**src/rtl/twi_pkg.sv**
```systemverilog
package twi_pkg;

    typedef enum logic [2:0] {
        ST_IDLE,
        ST_ADDR,
        ST_ADDR_ACK,
        ST_RX,
        ST_RX_ACK,
        ST_TX,
        ST_TX_ACK
    } twi_state_e;

endpackage

```
**src/rtl/twi_pin_filter.sv**
```systemverilog
// Synchronises both bus lines, removes short SCL pulses and delays SDA
// by the same number of stages so the two stay aligned.
module twi_pin_filter #(
    parameter int SYNC_STAGES = 2,
    parameter int GLITCH_LEN  = 3
) (
    input  logic clk,
    input  logic rst_n,
    input  logic scl_pin,
    input  logic sda_pin,
    output logic scl_f,
    output logic sda_f
);
    localparam int SDA_DLY = GLITCH_LEN + 1;

    logic [SYNC_STAGES-1:0] scl_sync;
    logic [SYNC_STAGES-1:0] sda_sync;
    logic [GLITCH_LEN-1:0]  scl_hist;
    logic [SDA_DLY-1:0]     sda_pipe;
    logic                   scl_s;
    logic                   sda_s;

    assign scl_s = scl_sync[SYNC_STAGES-1];
    assign sda_s = sda_sync[SYNC_STAGES-1];
    assign sda_f = sda_pipe[SDA_DLY-1];

    always_ff @(posedge clk or negedge rst_n) begin
        if (!rst_n) begin
            scl_sync <= '1;
            sda_sync <= '1;
            scl_hist <= '1;
            sda_pipe <= '1;
            scl_f    <= 1'b1;
        end else begin
            scl_sync <= {scl_sync[SYNC_STAGES-2:0], scl_pin};
            sda_sync <= {sda_sync[SYNC_STAGES-2:0], sda_pin};
            scl_hist <= {scl_hist[GLITCH_LEN-2:0], scl_s};
            sda_pipe <= {sda_pipe[SDA_DLY-2:0], sda_s};
            if (scl_hist == '1) begin
                scl_f <= 1'b1;
            end else if (scl_hist == '0) begin
                scl_f <= 1'b0;
            end
        end
    end

    // Filtered SCL moves only after three consecutive agreeing samples.
    assert_scl_settled_R2: assert property (@(posedge clk) disable iff (!rst_n)
        !$stable(scl_f) |-> ($past(scl_s, 2) == scl_f && $past(scl_s, 3) == scl_f
                             && $past(scl_s, 4) == scl_f));

endmodule

```
**src/rtl/twi_sync_watch.sv**
```systemverilog
// Flags a change of either activity or polarity on each channel.
module twi_sync_watch #(
    parameter int NCH = 4
) (
    input  logic           clk,
    input  logic           rst_n,
    input  logic [NCH-1:0] act,
    input  logic [NCH-1:0] pol,
    output logic [NCH-1:0] chg
);
    logic [NCH-1:0] act_q;
    logic [NCH-1:0] pol_q;
    logic           primed;

    always_ff @(posedge clk or negedge rst_n) begin
        if (!rst_n) begin
            act_q  <= '0;
            pol_q  <= '0;
            primed <= 1'b0;
        end else begin
            act_q  <= act;
            pol_q  <= pol;
            primed <= 1'b1;
        end
    end

    for (genvar c = 0; c < NCH; c++) begin : g_ch
        assign chg[c] = primed & ((act[c] ^ act_q[c]) | (pol[c] ^ pol_q[c]));
    end

endmodule

```
**src/rtl/twi_bit_engine.sv**
```systemverilog
// Bit-level protocol machine: START/STOP detection, byte shifting and
// acknowledge handling. Produces byte strobes toward the register file.
module twi_bit_engine
    import twi_pkg::*;
(
    input  logic       clk,
    input  logic       rst_n,
    input  logic       scl_f,
    input  logic       sda_f,
    input  logic [6:0] dev_addr,
    input  logic [7:0] rd_data,
    output logic       wr_valid,
    output logic       wr_first,
    output logic [7:0] wr_data,
    output logic       rd_next,
    output logic       sda_oe
);
    twi_state_e state, state_nx;
    logic       scl_q, sda_q;
    logic [2:0] cnt, cnt_nx;
    logic [7:0] sh, sh_nx;
    logic       full, full_nx;
    logic       rw, rw_nx;
    logic       first, first_nx;
    logic       mack, mack_nx;
    logic       oe_nx;
    logic       rise, fall, start_c, stop_c;

    assign rise    = ~scl_q & scl_f;
    assign fall    = scl_q & ~scl_f;
    assign start_c = scl_q & scl_f & sda_q & ~sda_f;
    assign stop_c  = scl_q & scl_f & ~sda_q & sda_f;

    // State register process
    always_ff @(posedge clk or negedge rst_n) begin
        if (!rst_n) begin
            state  <= ST_IDLE;
            scl_q  <= 1'b1;
            sda_q  <= 1'b1;
            cnt    <= '0;
            sh     <= '0;
            full   <= 1'b0;
            rw     <= 1'b0;
            first  <= 1'b0;
            mack   <= 1'b0;
            sda_oe <= 1'b0;
        end else begin
            state  <= state_nx;
            scl_q  <= scl_f;
            sda_q  <= sda_f;
            cnt    <= cnt_nx;
            sh     <= sh_nx;
            full   <= full_nx;
            rw     <= rw_nx;
            first  <= first_nx;
            mack   <= mack_nx;
            sda_oe <= oe_nx;
        end
    end

    // Next-state and output process
    always_comb begin
        state_nx = state;
        cnt_nx   = cnt;
        sh_nx    = sh;
        full_nx  = full;
        rw_nx    = rw;
        first_nx = first;
        mack_nx  = mack;
        oe_nx    = sda_oe;
        wr_valid = 1'b0;
        wr_first = first;
        wr_data  = sh;
        rd_next  = 1'b0;
        if (stop_c) begin
            state_nx = ST_IDLE;
            oe_nx    = 1'b0;
            full_nx  = 1'b0;
        end else if (start_c) begin
            state_nx = ST_ADDR;
            cnt_nx   = '0;
            full_nx  = 1'b0;
            oe_nx    = 1'b0;
        end else begin
            unique case (state)
                ST_IDLE: begin
                    oe_nx = 1'b0;
                end
                ST_ADDR: begin
                    if (rise) begin
                        sh_nx  = {sh[6:0], sda_f};
                        cnt_nx = cnt + 3'd1;
                        if (cnt == 3'd7) full_nx = 1'b1;
                    end else if (fall && full) begin
                        full_nx = 1'b0;
                        if (sh[7:1] == dev_addr) begin
                            state_nx = ST_ADDR_ACK;
                            rw_nx    = sh[0];
                            oe_nx    = 1'b1;
                        end else begin
                            state_nx = ST_IDLE;
                        end
                    end
                end
                ST_ADDR_ACK: begin
                    if (fall) begin
                        cnt_nx = '0;
                        if (rw) begin
                            state_nx = ST_TX;
                            sh_nx    = rd_data;
                            oe_nx    = ~rd_data[7];
                        end else begin
                            state_nx = ST_RX;
                            oe_nx    = 1'b0;
                            first_nx = 1'b1;
                        end
                    end
                end
                ST_RX: begin
                    if (rise) begin
                        sh_nx  = {sh[6:0], sda_f};
                        cnt_nx = cnt + 3'd1;
                        if (cnt == 3'd7) full_nx = 1'b1;
                    end else if (fall && full) begin
                        full_nx  = 1'b0;
                        state_nx = ST_RX_ACK;
                        oe_nx    = 1'b1;
                        wr_valid = 1'b1;
                    end
                end
                ST_RX_ACK: begin
                    if (fall) begin
                        state_nx = ST_RX;
                        oe_nx    = 1'b0;
                        first_nx = 1'b0;
                        cnt_nx   = '0;
                    end
                end
                ST_TX: begin
                    if (fall) begin
                        if (cnt == 3'd7) begin
                            state_nx = ST_TX_ACK;
                            oe_nx    = 1'b0;
                        end else begin
                            cnt_nx = cnt + 3'd1;
                            sh_nx  = {sh[6:0], 1'b0};
                            oe_nx  = ~sh[6];
                        end
                    end
                end
                ST_TX_ACK: begin
                    if (rise) begin
                        mack_nx = ~sda_f;
                        rd_next = 1'b1;
                    end else if (fall) begin
                        if (mack) begin
                            state_nx = ST_TX;
                            sh_nx    = rd_data;
                            oe_nx    = ~rd_data[7];
                            cnt_nx   = '0;
                        end else begin
                            state_nx = ST_IDLE;
                            oe_nx    = 1'b0;
                        end
                    end
                end
                default: begin
                    state_nx = ST_IDLE;
                    oe_nx    = 1'b0;
                end
            endcase
        end
    end

    // SDA is pulled only in acknowledge slots or while sending read data.
    assert_oe_in_drive_states_R5: assert property (@(posedge clk) disable iff (!rst_n)
        sda_oe |-> (state == ST_ADDR_ACK || state == ST_RX_ACK || state == ST_TX));

    // A STOP on the filtered lines always returns the machine to idle.
    assert_stop_to_idle_R10: assert property (@(posedge clk) disable iff (!rst_n)
        stop_c |=> (state == ST_IDLE && !sda_oe));

    // Leaving the read acknowledge slot on a NACK releases the line.
    assert_nack_release_R6: assert property (@(posedge clk) disable iff (!rst_n)
        (state == ST_TX_ACK && fall && !mack && !start_c && !stop_c) |=> !sda_oe);

endmodule

```
**src/rtl/twi_reg_bank.sv**
```systemverilog
// Register pointer, configuration bytes, interrupt status and mask.
module twi_reg_bank #(
    parameter int         NREG      = 16,
    parameter int         NCH       = 4,
    parameter logic [7:0] STAT_ADDR = 8'h04,
    parameter logic [7:0] MASK_ADDR = 8'h05
) (
    input  logic            clk,
    input  logic            rst_n,
    input  logic            wr_valid,
    input  logic            wr_first,
    input  logic [7:0]      wr_data,
    input  logic            rd_next,
    input  logic [NCH-1:0]  chg,
    output logic [7:0]      rd_data,
    output logic [NREG*8-1:0] cfg_q,
    output logic            irq
);
    localparam int         IW     = $clog2(NREG);
    localparam logic [8:0] NREG_W = 9'(NREG);

    logic [7:0]                ptr;
    logic [NCH-1:0]            stat;
    logic [7:0]                mask;
    logic [NREG-1:0][7:0]      cfg_arr;
    logic                      wr_byte, wr_stat, wr_mask, wr_cfg, in_range;
    logic [NCH-1:0]            clr;

    assign in_range = ({1'b0, ptr} < NREG_W);
    assign wr_byte  = wr_valid & ~wr_first;
    assign wr_stat  = wr_byte & (ptr == STAT_ADDR);
    assign wr_mask  = wr_byte & (ptr == MASK_ADDR);
    assign wr_cfg   = wr_byte & in_range & (ptr != STAT_ADDR) & (ptr != MASK_ADDR);
    assign clr      = wr_stat ? wr_data[NCH-1:0] : '0;

    always_ff @(posedge clk or negedge rst_n) begin
        if (!rst_n) begin
            ptr <= '0;
        end else if (wr_valid && wr_first) begin
            ptr <= wr_data;
        end else if (wr_valid || rd_next) begin
            ptr <= ptr + 8'd1;
        end
    end

    always_ff @(posedge clk or negedge rst_n) begin
        if (!rst_n) begin
            stat <= '0;
            mask <= 8'hFF;
        end else begin
            stat <= (stat & ~clr) | chg;
            if (wr_mask) mask <= wr_data;
        end
    end

    for (genvar a = 0; a < NREG; a++) begin : g_reg
        if (a == int'(STAT_ADDR) || a == int'(MASK_ADDR)) begin : g_hole
            assign cfg_arr[a] = '0;
        end else begin : g_cell
            logic [7:0] q;
            always_ff @(posedge clk or negedge rst_n) begin
                if (!rst_n) begin
                    q <= '0;
                end else if (wr_cfg && ptr == 8'(a)) begin
                    q <= wr_data;
                end
            end
            assign cfg_arr[a] = q;
        end
    end

    assign cfg_q = cfg_arr;

    always_comb begin
        if (ptr == STAT_ADDR) begin
            rd_data = 8'(stat);
        end else if (ptr == MASK_ADDR) begin
            rd_data = mask;
        end else if (in_range) begin
            rd_data = cfg_arr[ptr[IW-1:0]];
        end else begin
            rd_data = '0;
        end
    end

    assign irq = |(stat & ~mask[NCH-1:0]);

    // A channel event always leaves its status bit set.
    assert_event_sets_status_R7: assert property (@(posedge clk) disable iff (!rst_n)
        (|chg) |=> ((stat & $past(chg)) == $past(chg)));

    // Bits written as 1 are clear afterwards unless a new event arrived.
    assert_w1c_clears_R8: assert property (@(posedge clk) disable iff (!rst_n)
        (wr_stat && chg == '0) |=> ((stat & $past(wr_data[NCH-1:0])) == '0));

    // An unmasked event raises the interrupt on the next cycle.
    assert_unmasked_irq_R9: assert property (@(posedge clk) disable iff (!rst_n)
        ((|(chg & ~mask[NCH-1:0])) && !wr_mask) |=> irq);

    // Pointer never moves without a byte strobe.
    assert_ptr_hold_R3: assert property (@(posedge clk) disable iff (!rst_n)
        (!wr_valid && !rd_next) |=> $stable(ptr));

endmodule

```
**src/rtl/twi_regfile_slave.sv**
```systemverilog
module twi_regfile_slave #(
    parameter int         NREG        = 16,
    parameter int         NCH         = 4,
    parameter int         SYNC_STAGES = 2,
    parameter int         GLITCH_LEN  = 3,
    parameter logic [5:0] ADDR_HI     = 6'b100110,
    parameter logic [7:0] STAT_ADDR   = 8'h04,
    parameter logic [7:0] MASK_ADDR   = 8'h05
) (
    input  logic              clk,
    input  logic              rst_n,
    input  logic              addr_sel,
    input  logic              scl_i,
    input  logic              sda_i,
    output logic              sda_oe,
    input  logic [NCH-1:0]    ch_active,
    input  logic [NCH-1:0]    ch_polarity,
    output logic [NREG*8-1:0] cfg_q,
    output logic              irq
);
    logic           scl_f, sda_f;
    logic           wr_valid, wr_first, rd_next;
    logic [7:0]     wr_data, rd_data;
    logic [NCH-1:0] chg;

    twi_pin_filter #(
        .SYNC_STAGES(SYNC_STAGES),
        .GLITCH_LEN (GLITCH_LEN)
    ) u_filter (
        .clk    (clk),
        .rst_n  (rst_n),
        .scl_pin(scl_i),
        .sda_pin(sda_i),
        .scl_f  (scl_f),
        .sda_f  (sda_f)
    );

    twi_bit_engine u_engine (
        .clk     (clk),
        .rst_n   (rst_n),
        .scl_f   (scl_f),
        .sda_f   (sda_f),
        .dev_addr({ADDR_HI, addr_sel}),
        .rd_data (rd_data),
        .wr_valid(wr_valid),
        .wr_first(wr_first),
        .wr_data (wr_data),
        .rd_next (rd_next),
        .sda_oe  (sda_oe)
    );

    twi_sync_watch #(
        .NCH(NCH)
    ) u_watch (
        .clk  (clk),
        .rst_n(rst_n),
        .act  (ch_active),
        .pol  (ch_polarity),
        .chg  (chg)
    );

    twi_reg_bank #(
        .NREG     (NREG),
        .NCH      (NCH),
        .STAT_ADDR(STAT_ADDR),
        .MASK_ADDR(MASK_ADDR)
    ) u_bank (
        .clk     (clk),
        .rst_n   (rst_n),
        .wr_valid(wr_valid),
        .wr_first(wr_first),
        .wr_data (wr_data),
        .rd_next (rd_next),
        .chg     (chg),
        .rd_data (rd_data),
        .cfg_q   (cfg_q),
        .irq     (irq)
    );

endmodule

```
**config.mk**
```make
export PLATFORM = sky130hd
export DESIGN_NAME = twi_regfile_slave
export DESIGN_NICKNAME = d
export VERILOG_FILES = /design/src/rtl/twi_pkg.sv /design/src/rtl/twi_pin_filter.sv /design/src/rtl/twi_sync_watch.sv /design/src/rtl/twi_bit_engine.sv /design/src/rtl/twi_reg_bank.sv /design/src/rtl/twi_regfile_slave.sv
export SDC_FILE = /design/constraint.sdc
export NUM_CORES = 1
export LEC_CHECK = 0
export BUFFER_PORTS_ARGS = -buffer_cell sky130_fd_sc_hd__buf_4
export CAP_MARGIN = 30
export CORE_MARGIN = 3
export CORE_UTILIZATION = 57
export DETAILED_ROUTE_END_ITERATION = 6
export PLACE_DENSITY = 0.81
export SETUP_SLACK_MARGIN = 0.5
export SYNTH_ARGS = -nofsm -noshare
export SYNTH_HDL_FRONTEND = slang
export SYNTH_SLANG_ARGS = --single-unit
```
**constraint.sdc**
```tcl
create_clock -name clk -period 2.81 [get_ports clk]
set_input_delay 0.562 -clock clk [delete_from_list [all_inputs] [get_ports clk]]
set_output_delay 0.562 -clock clk [all_outputs]
set_load 0.005 [all_outputs]
```
==> results of run 1 <==
==> layout by cell type (no fill, tap or decap), types with 4 or more instances in the layout <==
| cell | Yosys | final |
|---|---|---|
| nand3_1 | 8 | 8 |
| ha_1 | 6 | 5 |
| mux2_2 | 21 | 21 |
| o21ai_0 | 18 | 17 |
| o221ai_1 | 5 | 5 |
| nor2_1 | 15 | 15 |
| nand2_1 | 36 | 36 |
| conb_1 | 2 | 17 |
| mux4_2 | 23 | 23 |
| dfrtp_1 | 152 | 148 |
| and2_4 | 0 | 4 |
| a211oi_1 | 4 | 4 |
| a31oi_1 | 6 | 6 |
| xnor2_1 | 10 | 10 |
| nand2_4 | 0 | 9 |
| dfstp_2 | 22 | 22 |
| nand4_1 | 9 | 9 |
| a22o_1 | 6 | 6 |
| o31ai_1 | 4 | 4 |
| inv_1 | 13 | 13 |
| a41oi_1 | 6 | 6 |
| buf_4 | 17 | 147 |
| clkbuf_16 | 0 | 17 |
| and2_1 | 9 | 4 |
| and3_1 | 4 | 4 |
| a21oi_1 | 21 | 21 |
| nor2b_1 | 10 | 8 |
| buf_12 | 0 | 4 |
| inv_6 | 0 | 4 |
| o211ai_1 | 4 | 4 |
| mux2_1 | 112 | 112 |
| mux2i_1 | 8 | 8 |
| a22oi_1 | 11 | 11 |
| clkinvlp_4 | 0 | 4 |
| nand3b_1 | 4 | 4 |
| nand2_2 | 14 | 5 |
==> report_power, final <==
part	internal [uW]	leakage (uW)	switching [uW]	total, uW
clock network	1260	0.000269	1050	2310
registers	2610	0.00229	160	2770
logic	335	0.00259	659	994
==> area by class of cell <==
type                    instances  area [um2]
clock inverters                13         129
fillers                       937        3900
multi-input cells             436        3860
well taps                     180         225
repair buffers                153        1210
flip-flops and latches        174        4390
clock buffers                  19         443
inverters                      13        48.8
==> flip-flops by register name, indices dropped and copies added (netlist names), 4 cells and up <==
name / cells
u_watch.pol_q: 4
u_bank.ptr: 8
u_bank.g.g_cell.q: 112
u_watch.act_q: 4
u_engine.wr_data: 8
u_bank.mask: 8
u_bank.stat: 4
u_filter.sda_pipe: 4
==> through the flow <==
stage	worst slack (ns)	area [um2]	instances
3_3_place_gp	0.409	9630	954
5_1_grt	0.501	10300	988
4_1_cts	0.534	10300	986
6_report	0.527	10300	988
3_5_place_dp	0.299	9630	954
2_1_floorplan	0.508	8540	683
==> cell families after synthesis <==
kind of cell    count (synthesis)  share of synthesized area
simple gates                  130                     0.0846
buf+inv                        73                     0.0406
compound gates                106                     0.0869
flops                         174                      0.517
fa+ha+maj                       6                    0.00886
other cells                     2                   0.000887
xor+xnor                       13                     0.0134
mux                           164                      0.247
==> how the worst max path moves through the flow <==
stage,slack (ns),endpoint
6_report,0.53,u_bank.g_reg[0].g_cell.q[6]$_DFFE_PN0P_
5_1_grt,0.50,u_bank.g_reg[0].g_cell.q[2]$_DFFE_PN0P_
4_1_cts,0.53,u_bank.g_reg[6].g_cell.q[1]$_DFFE_PN0P_
3_5_place_dp,0.30,u_bank.g_reg[11].g_cell.q[5]$_DFFE_PN0P_
3_3_place_gp,0.41,u_bank.g_reg[14].g_cell.q[3]$_DFFE_PN0P_
2_1_floorplan,0.51,u_engine.wr_data[7]$_DFFE_PN0P_
==> metal layers <==
| metal | global-route usage | routed length (um) | vias up |
|---|---|---|---|
| met5 | 0 | 0 | - |
| met4 | 0.135 | 820 | 0 |
| met3 | 0.0863 | 2530 | 81 |
| met2 | 0.462 | 11400 | 408 |
| met1 | 0.403 | 9470 | 3219 |
| li1 | - | - | 2688 |
==> what timing repair did <==
item | CTS | global route
resized for setup | 20 | 7
pin swaps | 1 | 1
buffers inserted | 0 | 2
endpoints found under the setup margin | 108 | 47
hold endpoints to repair | 0 | 0
==> reports/metrics.csv, run 1 <==
metric;value;unit
cell chain of the critical path;or4_4, nor4_4, and2_2, nand2_2, mux2_1;
CTS Hold Bufs;0;
final setup TNS;0;ns
WL/cell;24.5;um
biggest area consumer among synthesized cells;dfrtp_1;
clk buf depth;2;
Tightest Pin Transition;0.740;ns
CTS Sinks;174;
TritonCTS clock tree;yes;
Mapped Cells;668;
ANT cells;0;
Core Area;0.0142;mm2
fin crit period;2.28;ns
pwr dens;590;mW/mm2
DRC viols;0;
PortBufs;126;
drt pass-1 iters;7;
first-pass GRT wire length;37.4;mm
Worst Path Required;3.12;ns
largest net degree at the start of global routing;63;
max_cap viols;0;
area grow syn2layout;21.7;%
reg2reg end;u_bank.g_reg[0].g_cell.q[6]$_DFFE_PN0P_;
clock skew;0.00938;ns
vias in the first global route;6499;
Mapped Area;0.00847;mm2
Post-synth EDFFs;0;
sequential element share of the synthesized area;0.517;
final hold violations;0;
initial antenna violation count;0;
synthesis warning total;0;
Vias/cell;6.47;
Root Buffer;clkbuf_16;
die area;0.0164;mm2
HP Class;in -> async;
top cells by area, synth;dfrtp_1 45%, mux2_1 15%, dfstp_2 6.8%, mux4_2 6.1%, mux2_2 2.8%;
CP delay by family, top;simple AND/OR/NAND/NOR gates;
most frequent cell after synthesis;dfrtp_1;
syn_area_per_cell;12.7;um2
GR Util All Layers;0.302;
Initial Utilization;0.596;
H-tree Lvls;4;
Tcrit/Tclk final;0.812;
Reg2Reg Setup Slack;0.53;ns
share of cells above drive strength 1;0.353;
TritonCTS Buffers;17;
relative slew slack;0.507;
post-synth cell types;61;
critical path arrival;2.60;ns
row count;43;
Iter 0 DRT Violations;549;
WP depth;5;
Pleak;0.00515;uW
fmax;438;MHz
gpl congestion;0.918;
Synth Flop Type;dfrtp_1;
nets;814;
GRT overflow;0;
top cells by count, synth;152 x dfrtp_1, 112 x mux2_1, 36 x nand2_1;
WL final;24.2;mm
Die H;128;um
Critical Path Source;u_bank.ptr[7]$_DFFE_PN0P_;
post-synthesis register bit count;174;
status;completed;
slowest CP cell;or4_4;
worst hold slack;0.0723;ns
Detailed Place HPWL;16.4;mm
CP max FO;8;
Worst R2R Path Depth;5;
Vias;6396;
Clk Latency, worst-skew pair;0.44;ns
I/O pin total;143;
Final setup viols;0;
crit-path max cell delay;0.62;ns
critical path class;reg -> reg;
antenna viol nets, final;0;
Buf/Inv on CP;0;
clock slew at reported path FFs;0.07;ns
share of synthesized registers carrying an async set or reset;1.00;
Tot Pwr;6080;uW
Die Wd;128;um
CP startpoint kind;register;
max-slew violations;0;
VDD IR max;0.430;mV
share of the synthesized area in the top cell type;0.449;
worst flop-to-flop path startpoint;u_bank.ptr[7]$_DFFE_PN0P_;
crit end category;register;
Core Util, Final;0.726;
RSZ-0062 raised after global routing;false;
Power figures use the tool's default switching activity.
==> inputs of run 2 (changes only) <==
clock period = 2.1 ns   (was 2.81 ns; I/O delays follow)
==> run 2 against run 1 <==
  * The run now ends with setup timing left
  * Register-to-register slack worse by 0.84 ns
  * Sequential cell count stayed put
  * Non-clock buffer count is 82 higher
  * Fmax is 5.4% lower
  * Combinational power is 97% higher
  * Critical path depth is 2 higher
  * Cell count is 8.3% higher
  * Sequential share of layout area is 6.8 points lower
  * Total power is 46% higher
  * Setup slack worse by 0.84 ns
  * Clock skew is 0.011 ns higher
  * Routed wire length is 32% higher
  * Critical path type unchanged
  * Largest power group unchanged
  * Highest routed layer unchanged
==> reports/metrics.csv, run 2 (synthesized netlist as in run 1, its figures left out) <==
metric;value;unit;change
Vias/cell;6.95;;+7.4%
dpl ws;-0.0967;ns;-0.396 ns
Net Sw Power;3080;uW;+65%
worst flop-to-flop path startpoint;u_bank.ptr[0]$_DFFE_PN0P_;;
row count;43;;unchanged
status;finished with violations;;
TritonCTS Buffers;17;;unchanged
max reg flops;112;;unchanged
final hold violations;0;;unchanged
CTS Sinks;174;;unchanged
area grow syn2layout;44.5;%;
Core Area;0.0142;mm2;unchanged
Iter 0 DRT Violations;1034;;+88%
WL final;32.0;mm;+32%
cell internal pwr;5790;uW;+37%
CP max FO;5;;-3
max_cap viols;0;;unchanged
DP Area;0.0101;mm2;+4.8%
vias in the first global route;6986;;+7.5%
clock skew;0.0200;ns;+0.0106 ns
PortBufs;126;;unchanged
TritonCTS clock tree;yes;;
clk buf depth;2;;unchanged
Tcrit/Tclk final;1.15;;+0.336
Clk pwr share;0.362;;-0.018
slowest CP cell;mux4_2;;
largest net degree at the start of global routing;60;;-4.8%
critical path arrival;2.70;ns;+0.10 ns
I/O pin total;143;;unchanged
nets;896;;+10%
Post-Layout Inst Area;0.0122;mm2;+19%
CP startpoint kind;register;;
crit end category;register;;
first-pass GRT wire length;40.9;mm;+9.4%
Initial Utilization;0.596;;unchanged
initial antenna violation count;0;;unchanged
Detailed Place HPWL;16.6;mm;+0.64%
fin worst setup slack;-0.312;ns;-0.839 ns
pwr dens;724;mW/mm2;+23%
GR Util All Layers;0.329;;+0.0275
Die H;128;um;unchanged
failing checks;setup timing;;
cell chain of the critical path;buf_12, buf_16, buf_8, mux4_2, mux2_4, o211ai_1, a41oi_2;;
switching share of total power;0.347;;+0.0398
post-placement cell count;988;;+3.6%
share of cells above drive strength 1;0.608;;+0.255
hold_sp;scl_i;;
relative slew slack;0.336;;-0.171
power share of the sequential group;0.416;;-0.040
RSZ-0062 raised after global routing;true;;
Pleak;0.00596;uW;+16%
most common cell after layout, fill and taps aside;buf_4;;
Most flops, register;u_bank.g.g_cell.q;;
ANT cells;0;;unchanged
worst hold slack;0.0765;ns;+0.00419 ns
DRC viols;0;;unchanged
Critical Path Source;u_bank.ptr[0]$_DFFE_PN0P_;;
GRT overflow;0;;unchanged
crit-path max cell delay;0.51;ns;-0.11 ns
fmax;415;MHz;-5.4%
H-tree Lvls;4;;unchanged
Clk Latency, worst-skew pair;0.46;ns;+0.02 ns
Die Wd;128;um;unchanged
fin crit period;2.41;ns;+0.129 ns
commonest cells after routing, fill and taps aside;198 x buf_4, 151 x dfrtp_1, 126 x mux2_4;;
antenna viol nets, final;0;;unchanged
HP Class;in -> reg;;
drt pass-1 iters;7;;unchanged
WL/cell;29.9;um;+22%
Root Buffer;clkbuf_16;;
VDD IR max;0.714;mV;+66%
die area;0.0164;mm2;unchanged
Logic pwr share;0.222;;+0.058
Final setup viols;126;;+126
clock slew at reported path FFs;0.08;ns;about the same
fin cells;1070;;+8.3%
gpl congestion;0.955;;+4.0%
Worst Path Required;2.39;ns;-0.73 ns
Tightest Pin Transition;0.996;ns;+0.256 ns
max-slew violations;0;;unchanged
Vias;7440;;+16%
critical path class;reg -> reg;;
run 2: cell count changes in the layout (fill, tap and decap cells not counted), sizes merged:
cell         previous run  this run
buf                   153       232
inv                    18        23
clkinvlp                4         0
clkinv                  3         5
bufbuf                  0         1
bufinv                  1         0
clkbuf                 19        18
dlygate4sd3             0         1
run 2: area by class of cell:
| cell class | count | area [um2] |
|---|---|---|
| flip-flops and latches | 174 | 4380 |
| clock inverters | 15 | 160 |
| fillers | 582 | 1960 |
| multi-input cells | 436 | 4920 |
| well taps | 180 | 225 |
| inverters | 13 | 53.8 |
| repair buffers | 235 | 2070 |
| clock buffers | 17 | 425 |
run 2: power groups by stage:
stage               clock network, uW  logic (uW)  registers [uW]
floorplan                           0         951            3620
global placement                    0        1380            3700
detailed placement                  0        1430            3710
CTS                              3150        1600            3640
global route                     3340        2040            3700
finish                           3210        1960            3690
run 2: path summary, 6_finish.rpt:
kind                            slack [ns]                         endpoint  depth (start not counted)
max in group asynchronous             0.95        u_bank.ptr[0]$_DFFE_PN0P_                          3
worst min-delay path                  0.08   u_filter.scl_sync[0]$_DFF_PN1_                          1
worst max-delay path                 -0.31  u_engine.wr_data[4]$_DFFE_PN0P_                          7
worst min register to register        0.36   u_filter.sda_pipe[0]$_DFF_PN1_                          0
min in group asynchronous             0.44        u_bank.ptr[7]$_DFFE_PN0P_                          2
worst max register to register       -0.31  u_engine.wr_data[4]$_DFFE_PN0P_                          7
run 2: metal layers:
| layer | part of all wire | vias up | GRT usage |
|---|---|---|---|
| met5 | 0 | - | 0 |
| met4 | 0.060 | 0 | 0.139 |
| met3 | 0.11 | 174 | 0.0700 |
| met2 | 0.48 | 709 | 0.535 |
| met1 | 0.35 | 3712 | 0.432 |
| li1 | - | 2845 | - |
run 2: what timing repair did:
item / 4_1_cts / 5_1_grt
hold endpoints to repair: 29 / 0
pin swaps: 18 / 35
resized for setup: 82 / 166
hold buffers: 1 / 0
cloned: 3 / 2
endpoints found under the setup margin: 149 / 149
setup buffers: 22 / 22
run 2: through the flow:
step,setup TNS (ns),utilization,power (uW)
final,-18.86,0.862,8860
after CTS,-1.28,0.799,8390
after global placement,-0.341,0.711,5080
after detailed placement,-4.21,0.711,5140
after floorplan,0,-,4570
after global routing,-22.99,0.862,9070
run 2: worst max-delay path: cells and delay by family, from the launching register on:
kind	cells	cell delay, ns
compound gates	2	0.55
buf+inv	3	0.39
flops	1	0.46
mux	2	0.84
==> inputs of run 3 (changes only) <==
REMOVE_ABC_BUFFERS = 1   (was unset)
==> run 3 against run 2 <==
  * The flow finishes with violations (DRC, setup timing)
  * Hold slack better by 0.012 ns
  * Final area down 0.56%
  * Global-route usage up 3.0 points
  * Clock-buffer cell count up 1
  * Via count down 1.1%
  * Fmax down 5.6%
  * Non-clock buffer count up 4
  * Die area unchanged
  * Register-to-register slack worse by 0.14 ns
  * Clock skew up 0.0054 ns
  * Sequential share of layout area up 0.21 points
  * Setup slack worse by 0.14 ns
  * Critical endpoint is now u_engine.wr_data[0]$_DFFE_PN0P_
  * Largest power group unchanged
  * Highest routed layer unchanged
==> reports/metrics.csv, run 3 (synthesized netlist as in run 1, its figures left out) <==
metric;value;unit;change
Reg2Reg Setup Slack;-0.46;ns;-0.14 ns
CP max FO;4;;-1
share of cells above drive strength 1;0.605;;-0.00272
die area;0.0164;mm2;unchanged
GRT overflow;0;;unchanged
ANT cells;0;;unchanged
Vias;7357;;-1.1%
cell chain of the critical path;or4_4, buf_4, o22ai_1, mux4_2, a22oi_2, a21oi_1;;
final hold violations;0;;unchanged
reg2reg end;u_engine.wr_data[0]$_DFFE_PN0P_;;
hold path cells;1;;unchanged
antenna viol nets, final;0;;unchanged
fmax;391;MHz;-5.6%
clk buf depth;2;;unchanged
first-pass GRT wire length;44.3;mm;+8.4%
CP delay by family, top;compound AO/OA/AOI/OAI gates;;
DP Area;0.00996;mm2;-1.3%
Pleak;0.00590;uW;-1.0%
CP startpoint kind;register;;
status;finished with violations;;
worst flop-to-flop path startpoint;u_bank.ptr[7]$_DFFE_PN0P_;;
Iter 0 DRT Violations;997;;-3.6%
hold endpoint;u_filter.scl_sync[0]$_DFF_PN1_;;
CTS Sinks;174;;unchanged
VDD IR max;0.692;mV;-3.1%
Final setup viols;130;;+3.2%
critical path arrival;2.90;ns;+0.20 ns
Most flops, register;u_bank.g.g_cell.q;;
Die H;128;um;unchanged
Core Area;0.0142;mm2;unchanged
DRC viols;1;;+1
fin worst setup slack;-0.456;ns;-0.144 ns
H-tree Lvls;4;;unchanged
HP Class;in -> reg;;
Initial Utilization;0.596;;unchanged
clock slew at reported path FFs;0.07;ns;about the same
PortBufs;126;;unchanged
max_cap viols;0;;unchanged
Die Wd;128;um;unchanged
WL/cell;29.9;um;about the same
Post-Layout Inst Area;0.0122;mm2;-0.56%
row count;43;;unchanged
Worst Path Required;2.45;ns;+0.06 ns
max reg flops;112;;unchanged
nets;900;;+0.45%
max-slew violations;0;;unchanged
vias in the first global route;7442;;+6.5%
TritonCTS clock tree;yes;;
hold_sp;scl_i;;
WL final;32.1;mm;+0.29%
gpl congestion;1.02;;+6.7%
crit end category;register;;
GR Util All Layers;0.359;;+0.0303
largest net degree at the start of global routing;56;;-6.7%
slowest CP cell;or4_4;;
critical path class;reg -> reg;;
commonest cells after routing, fill and taps aside;196 x buf_4, 150 x dfrtp_1, 111 x mux2_4;;
initial antenna violation count;0;;unchanged
Detailed Place HPWL;16.2;mm;-1.9%
relative slew slack;0.228;;-0.109
I/O pin total;143;;unchanged
Buf/Inv on CP;1;;-2
most common cell after layout, fill and taps aside;buf_4;;
RSZ-0062 raised after global routing;true;;
fin crit period;2.56;ns;+0.144 ns
area grow syn2layout;43.7;%;
Core Util, Final;0.857;;-0.00484
Tightest Pin Transition;1.16;ns;+0.163 ns
failing checks;DRC, setup timing;;
TritonCTS Buffers;17;;unchanged
pwr dens;725;mW/mm2;+0.23%
Vias/cell;6.85;;-1.5%
Worst R2R Path Depth;6;;-1
Clk Latency, worst-skew pair;0.45;ns;about the same
crit-path max cell delay;0.59;ns;+0.08 ns
Tcrit/Tclk final;1.22;;+0.0687
drt pass-1 iters;7;;unchanged
Root Buffer;clkbuf_16;;
clock skew;0.0254;ns;+0.00537 ns
[run 3: cell types whose count changed in the layout (fill, tap and decap cells not counted), moves of 3 or more]
cell	delta
and2_1	+3
inv_8	-4
nor2b_1	-3
buf_6	+14
buf_12	-4
mux2_1	+13
mux2_4	-15
[run 3: layout make-up]
class	instances	area [um2]
inverters	13	48.8
fillers	586	2030
well taps	180	225
multi-input cells	436	4910
flip-flops and latches	174	4380
repair buffers	239	2030
clock inverters	14	138
clock buffers	18	429
[run 3: per-stage QoR]
stage | hold slack, ns | instances | setup WS, ns | setup TNS [ns] | power (uW)
global route | 0.0812 | 1074 | -0.478 | -24.01 | 9040
finish | 0.0889 | 1074 | -0.456 | -25.82 | 8830
CTS | 0.0856 | 1058 | 0.00898 | 0 | 8450
detailed placement | 0.347 | 996 | -0.210 | -18.94 | 5080
floorplan | 0.124 | 623 | -0.938 | -87.28 | 4350
global placement | 0.347 | 996 | -0.146 | -12.27 | 5020
[run 3: what timing repair did]
action                                  in CTS  in global routing
hold buffers                                 1                  0
gates cloned                                 0                  0
buffers inserted                            29                 16
endpoints found under the hold margin       39                  0
gates resized for setup                    253                 49
pin swaps                                   35                 14
endpoints found under the setup margin     149                150
[run 3: worst max-delay path by stage]
stage / from / end / slack (ns) / cells after the start
floorplan: u_bank.ptr[0]$_DFFE_PN0P_ / u_bank.g_reg[6].g_cell.q[0]$_DFFE_PN0P_ / -0.94 / 6
global placement: u_bank.ptr[7]$_DFFE_PN0P_ / u_bank.g_reg[14].g_cell.q[5]$_DFFE_PN0P_ / -0.15 / 6
detailed placement: u_bank.ptr[7]$_DFFE_PN0P_ / u_bank.g_reg[6].g_cell.q[1]$_DFFE_PN0P_ / -0.21 / 6
CTS: u_bank.ptr[7]$_DFFE_PN0P_ / u_bank.g_reg[1].g_cell.q[7]$_DFFE_PN0P_ / 0.009 / 7
global route: u_bank.ptr[7]$_DFFE_PN0P_ / u_engine.wr_data[0]$_DFFE_PN0P_ / -0.48 / 6
finish: u_bank.ptr[7]$_DFFE_PN0P_ / u_engine.wr_data[0]$_DFFE_PN0P_ / -0.46 / 6
[run 3: metal layers]
| metal | share of wire | global-route usage | vias to the layer above |
|---|---|---|---|
| met3 | 0.10 | 0.0929 | 183 |
| li1 | - | - | 2840 |
| met4 | 0.070 | 0.186 | 0 |
| met1 | 0.35 | 0.452 | 3719 |
| met5 | 0 | 0 | - |
| met2 | 0.47 | 0.577 | 615 |
[run 3: power by group]
group / internal, uW / switching, uW
sequential: 3490 / 198
clock: 1660 / 1470
combinational: 701 / 1310
total: 5850 / 2980
